[config.mk]
export PLATFORM = sky130hd
export DESIGN_NAME = tick_cal_divider
export DESIGN_NICKNAME = d
export VERILOG_FILES = /design/src/rtl/cdiv_pkg.sv /design/src/rtl/cdiv_sec_ctr.sv /design/src/rtl/cdiv_win_fsm.sv /design/src/rtl/cdiv_frac_acc.sv /design/src/rtl/tick_cal_divider.sv
export SDC_FILE = /design/constraint.sdc
export NUM_CORES = 1
export LEC_CHECK = 0
export ABC_AREA = 1
export BUFFER_PORTS_ARGS = -buffer_cell sky130_fd_sc_hd__buf_2
export CORE_MARGIN = 10
export CORE_UTILIZATION = 65
export CTS_CLUSTER_SIZE = 10
export DETAILED_ROUTE_END_ITERATION = 12
export GPL_TIMING_DRIVEN = 0
export PLACE_DENSITY_LB_ADDON = 0.15
export SKIP_CTS_REPAIR_TIMING = 1
export SYNTH_ARGS = -nofsm -noshare
export SYNTH_HDL_FRONTEND = slang
export SYNTH_SLANG_ARGS = --single-unit
[constraint.sdc]
create_clock -name clk -period 5.55 [get_ports clk]
set_input_delay 1.11 -clock clk [delete_from_list [all_inputs] [get_ports clk]]
set_output_delay 1.11 -clock clk [all_outputs]
set_load 0.005 [all_outputs]
[src/rtl/cdiv_pkg.sv]
package cdiv_pkg;
    typedef enum logic [1:0] {
        ST_WAIT = 2'd0,
        ST_NOM  = 2'd1,
        ST_FAST = 2'd2,
        ST_SLOW = 2'd3
    } win_state_t;
endpackage

[src/rtl/cdiv_sec_ctr.sv]
module cdiv_sec_ctr #(
    parameter int SECS = 960,
    localparam int IW = $clog2(SECS)
) (
    input  logic          clk,
    input  logic          rst,
    input  logic          adv,
    output logic [IW-1:0] idx,
    output logic [IW-1:0] idx_nxt
);
    // the index that the coming second will carry
    always_comb begin
        if (idx == IW'(SECS - 1)) idx_nxt = '0;
        else                      idx_nxt = idx + 1'b1;
    end

    always_ff @(posedge clk) begin
        if (rst)      idx <= '0;
        else if (adv) idx <= idx_nxt;
    end

    assert_idx_wrap_R10: assert property (@(posedge clk) disable iff (rst)
        (adv && idx == IW'(SECS - 1)) |=> (idx == '0));
    assert_idx_hold_R10: assert property (@(posedge clk) disable iff (rst)
        !adv |=> $stable(idx));
endmodule

[src/rtl/cdiv_win_fsm.sv]
module cdiv_win_fsm
    import cdiv_pkg::*;
#(
    parameter int IN_PER_SEC = 512,
    parameter int POS_SECS   = 480,
    parameter int IW         = 10,
    parameter int WW         = 10
) (
    input  logic          clk,
    input  logic          rst,
    input  logic          tick,
    input  logic          sec_done,
    input  logic [5:0]    cal,
    input  logic [IW-1:0] idx,
    input  logic [IW-1:0] idx_nxt,
    output logic [WW-1:0] win
);
    win_state_t state, state_nxt, mode;

    // mode of the second with index s under calibration value c
    function automatic win_state_t pick(input logic [5:0] c, input logic [IW-1:0] s);
        logic [IW-1:0] fold;
        fold = (s >= IW'(POS_SECS)) ? s - IW'(POS_SECS) : s;
        if (c[4:0] == 5'd0)                 return ST_NOM;
        else if (c[5] && int'(fold) < int'(c[4:0])) return ST_FAST;
        else if (!c[5] && int'(s) < int'(c[4:0]))   return ST_SLOW;
        else                                return ST_NOM;
    endfunction

    always_comb begin
        state_nxt = state;
        unique case (state)
            ST_WAIT:                  if (tick)     state_nxt = pick(cal, idx);     // first_tick
            ST_NOM, ST_FAST, ST_SLOW: if (sec_done) state_nxt = pick(cal, idx_nxt); // sec_boundary
        endcase
    end

    always_ff @(posedge clk) begin
        if (rst) state <= ST_WAIT;
        else     state <= state_nxt;
    end

    // window of the running second; in ST_WAIT the first tick already uses it
    always_comb begin
        mode = (state == ST_WAIT) ? pick(cal, idx) : state;
        unique case (mode)
            ST_FAST: win = WW'(IN_PER_SEC - 1);
            ST_SLOW: win = WW'(IN_PER_SEC + 1);
            default: win = WW'(IN_PER_SEC);
        endcase
    end

    assert_no_return_to_wait_R1: assert property (@(posedge clk) disable iff (rst)
        (state != ST_WAIT) |=> (state != ST_WAIT));
    assert_hold_mid_second_R9: assert property (@(posedge clk) disable iff (rst)
        (state != ST_WAIT && !sec_done) |=> $stable(state));
    assert_zero_mag_nominal_R7: assert property (@(posedge clk) disable iff (rst)
        (state != ST_WAIT && sec_done && cal[4:0] == 5'd0) |=> (state == ST_NOM));
    assert_pos_never_slow_R5: assert property (@(posedge clk) disable iff (rst)
        (state != ST_WAIT && sec_done && cal[5]) |=> (state != ST_SLOW));
endmodule

[src/rtl/cdiv_frac_acc.sv]
module cdiv_frac_acc #(
    parameter int OUT_PER_SEC = 100,
    parameter int WW          = 10,
    localparam int CW = $clog2(OUT_PER_SEC)
) (
    input  logic          clk,
    input  logic          rst,
    input  logic          tick,
    input  logic [WW-1:0] win,
    output logic          pulse,
    output logic          last
);
    logic [WW-1:0] acc, acc_sum;
    logic [CW-1:0] pcnt;

    always_comb begin
        acc_sum = acc + WW'(OUT_PER_SEC);
        pulse   = tick && (acc_sum >= win);
        last    = pulse && (pcnt == CW'(OUT_PER_SEC - 1));
    end

    always_ff @(posedge clk) begin
        if (rst) begin
            acc  <= '0;
            pcnt <= '0;
        end else if (tick) begin
            if (last) begin
                acc  <= '0;
                pcnt <= '0;
            end else if (pulse) begin
                acc  <= acc_sum - win;
                pcnt <= pcnt + 1'b1;
            end else begin
                acc  <= acc_sum;
            end
        end
    end

    assert_acc_below_win_R4: assert property (@(posedge clk) disable iff (rst)
        acc < win);
    assert_last_restarts_R3: assert property (@(posedge clk) disable iff (rst)
        last |=> (acc == '0 && pcnt == '0));
endmodule

[src/rtl/tick_cal_divider.sv]
module tick_cal_divider #(
    parameter int IN_PER_SEC  = 512,
    parameter int OUT_PER_SEC = 100,
    parameter int SEC_PER_MIN = 60,
    parameter int POS_MIN     = 8
) (
    input  logic       clk,
    input  logic       rst,
    input  logic       tick512_i,
    input  logic [5:0] cal_i,
    output logic       tick100_o,
    output logic       sec_tick_o,
    output logic       ftest_o
);
    localparam int POS_SECS = POS_MIN * SEC_PER_MIN;
    localparam int CYC_SECS = 2 * POS_SECS;
    localparam int IW       = $clog2(CYC_SECS);
    localparam int WW       = $clog2(IN_PER_SEC + OUT_PER_SEC + 2);

    logic [IW-1:0] idx, idx_nxt;
    logic [WW-1:0] win;
    logic          pulse, last;

    cdiv_sec_ctr #(.SECS(CYC_SECS)) u_sec (
        .clk(clk), .rst(rst), .adv(last), .idx(idx), .idx_nxt(idx_nxt)
    );

    cdiv_win_fsm #(.IN_PER_SEC(IN_PER_SEC), .POS_SECS(POS_SECS), .IW(IW), .WW(WW)) u_fsm (
        .clk(clk), .rst(rst), .tick(tick512_i), .sec_done(last), .cal(cal_i),
        .idx(idx), .idx_nxt(idx_nxt), .win(win)
    );

    cdiv_frac_acc #(.OUT_PER_SEC(OUT_PER_SEC), .WW(WW)) u_acc (
        .clk(clk), .rst(rst), .tick(tick512_i), .win(win), .pulse(pulse), .last(last)
    );

    always_ff @(posedge clk) begin
        if (rst) begin
            tick100_o  <= 1'b0;
            sec_tick_o <= 1'b0;
            ftest_o    <= 1'b0;
        end else begin
            tick100_o  <= pulse;
            sec_tick_o <= last;
            ftest_o    <= tick512_i;
        end
    end

    assert_sec_with_frac_R3: assert property (@(posedge clk) disable iff (rst)
        sec_tick_o |-> tick100_o);
    assert_frac_needs_tick_R8: assert property (@(posedge clk) disable iff (rst)
        tick100_o |-> ftest_o);
endmodule

==> run summary <==
CP startpoint: cal_i[1]
routed via count divided by cell count: 5.45
most instantiated library cell after synthesis: nand2_1
kind of path behind the tightest hold check: reg -> reg
Logic pwr share: 0.441
Post-Synthesis Net Count: 434
first-pass iteration count of the detailed router: 6
number of antenna cells inserted: 0
library cell occupying the most area in the post-synthesis netlist: dfxtp_1
number of cells produced by synthesis: 400
top cells by instance count after synthesis: nand2_1, inv_1, nor2_1, dfxtp_1
Hold Vio Cnt, Final: 0
fmax: 223 MHz
library cells used by synthesis: 41
number of primary I/O pins: 12
dominant cells by area after synthesis: dfxtp_1, nand2_1, ha_1
Primary FF master, synth: dfxtp_1
CP endpoint kind: register
Routed WL per cell: 12.8 um
Switching Power: 364 uW
register bit total from synthesis: 32
area share of the leading cell type in the synthesized netlist: 0.242
number of sinks driven by the clock tree: 32
total via count in the routed design: 2557
Worst Tran Pin Value: 0.555 ns
arrival time of the worst setup path: 4.64 ns
number of max-slew violations in the final report: 0
Routed Wire Length: 6.01 mm
setup TNS: 0 ns
number of flops mapped to enable cells by yosys: 0
TritonCTS clock tree: yes
maximum number of pins on one net before global-route repair: 11
Mapped Area: 2640 um^2
number of H-tree branching levels: 2
Final Critical Period: 4.48 ns
fraction of the cycle the final worst path needs: 0.807
# rows: 23
vertical die dimension: 83.8 um
Worst Clk Skew: 0.00775 ns
Worst R2R Start: u_sec.idx[2]
Async SR Flop Fraction: 0
post-layout worst setup margin: 1.07 ns
Max rail drop VDD: 0.000240 V
# Max-Cap Violations: 0
wire length of the first global-routing pass: 10.5 mm
Setup WS pre-CTS: 0.818 ns
routability congestion estimate from global placement: 0.916
DRC marker count from the first detailed-route iteration: 123
critical path class: in -> reg
core area: 3970 um^2
Post-DRT Antenna Nets: 0
Power per Cell Area: 323 nW/um^2
Port Buffer Count: 11
vias in the first global route: 2503
proportion of synthesized chip area in sequential cells: 0.242
source-to-sink clock delay at the later pin of the worst-skew pair: 0.29 ns
Syn-to-layout area delta: 9.23%
Die Span X: 83.8 um
HPWL Detailed: 4.73 mm
worst-case headroom to the max-slew limit: 0.630
Internal: 568 uW
leak pwr: 0.00140 uW
syn avg cell area: 6.61 um^2
endpoint of the lowest-slack register-to-register path: u_sec.idx[6]
initial antenna violation count: 0
combined global-route utilization of all metal layers: 0.171
root buf cell: clkbuf_8
required time of the worst setup path: 5.71 ns
setup repair after global routing missed its margin: false
buffer levels on the longest clock path: 2
setup slack of the worst register-to-register path: 1.65 ns
residual DRC count: 0
R2R cell count: 18
count of endpoints failing setup in the final report: 0
Startpoint Class: input port
fin nets: 452
layout cell share with drive strength beyond 1: 0.115
run status: completed
Switching Fraction: 0.391
Die Area: 7020 um^2
capture point of the critical path: u_sec.idx[6]
YS warnings: 0
initial core utilization: 0.666
overflow left after global routing: 0
total CTS buffers: 5
clock-pin slew on the worst setup and hold paths: 0.07 ns
Reg power frac: 0.297
clock share of power: 0.262
maximum fanout along the worst path: 10
cells by family after synthesis:
kind of cell	synth area share
buffers and inverters	0.112
adder cells (fa/ha/maj)	0.121
AO/OA/AOI/OAI	0.160
XOR/XNOR	0.0464
AND/OR/NAND/NOR	0.318
flip-flops	0.242
layer usage:
layer	global-route usage	share of wire	vias to the layer above
met2	0.312	0.50	49
met1	0.186	0.44	1153
met5	0	0	-
li1	-	-	1339
met4	0.0670	0.025	0
met3	0.0352	0.033	16
worst min-delay path by stage:
| stage | from | endpoint | slack (ns) | cells past startpoint |
|---|---|---|---|---|
| finish | u_acc.acc[9] | u_acc.acc[9] | 0.48 | 2 |
| global route | u_acc.acc[9] | u_acc.acc[9] | 0.53 | 2 |
| CTS | u_acc.acc[9] | u_acc.acc[9] | 0.48 | 2 |
| detailed placement | u_acc.acc[9] | u_acc.acc[9] | 0.47 | 2 |
| global placement | u_acc.acc[9] | u_acc.acc[9] | 0.47 | 2 |
| floorplan | u_acc.acc[9] | u_acc.acc[9] | 0.46 | 2 |
state kept, by name, indices dropped and copies added (netlist names):
signal,cells
ftest_o,1
sec_tick_o,1
tick100_o,1
u_acc.acc,10
u_acc.pcnt,7
u_fsm.state,2
u_sec.idx,10
cells in the final DEF (no fill, tap or decap), drive strengths merged, types with 9 or more instances in the layout:
cell type  synthesis  layout
nand2             92      92
clkbuf             2       9
inv               69      69
a21oi             26      26
xor2              11      11
ha                24      24
buf                5      16
o21ai             24      24
nor2              41      41
dfxtp             32      32
nand3             28      28
critical path: stages:
cell and delay, ns:
buf_2 0.08, inv_1 0.05, ha_1 0.28, a21oi_1 0.15, o21ai_0 0.09, o21ai_0 0.23, nand3b_1 0.17, a21oi_1 0.40
inv_1 0.26, ha_1 0.38, inv_1 0.08, o21ai_0 0.23, a21oi_1 0.11, nand4_1 0.20, nand2_4 0.14, nor2_4 0.20
inv_4 0.05, nand2_2 0.12, buf_4 0.20, o22ai_1 0.10
through the flow:
stage / power, uW / instance area, um^2 / util / std cells / hold WS (ns)
3_5_place_dp: 689 / 2760 / 0.695 / 461 / 0.475
3_3_place_gp: 681 / 2760 / 0.695 / 461 / 0.469
5_1_grt: 1000 / 2890 / 0.727 / 469 / 0.525
6_report: 932 / 2890 / 0.727 / 469 / 0.484
4_1_cts: 936 / 2890 / 0.727 / 469 / 0.484
2_1_floorplan: 604 / 2640 / - / 400 / 0.458
final cells by class:
type                       instances  area [um^2]
buffer                             7         35.0
sequential                        32          641
tap                               50         62.6
clock inverter                     1         30.0
timing repair buffer              11         55.1
inverter                          69          262
multi-input combinational        292         1710
clock buffer                       7         96.3
fill                             343         1080
power by group through the flow:
| stage | combinational [uW] | sequential, uW | clock [uW] |
|---|---|---|---|
| 3_3_place_gp | 402 | 279 | 0 |
| 6_report | 411 | 277 | 244 |
| 3_5_place_dp | 408 | 280 | 0 |
| 2_1_floorplan | 328 | 277 | 0 |
| 5_1_grt | 469 | 279 | 255 |
| 4_1_cts | 412 | 276 | 248 |
No activity file was read; power rests on OpenSTA's default activity.
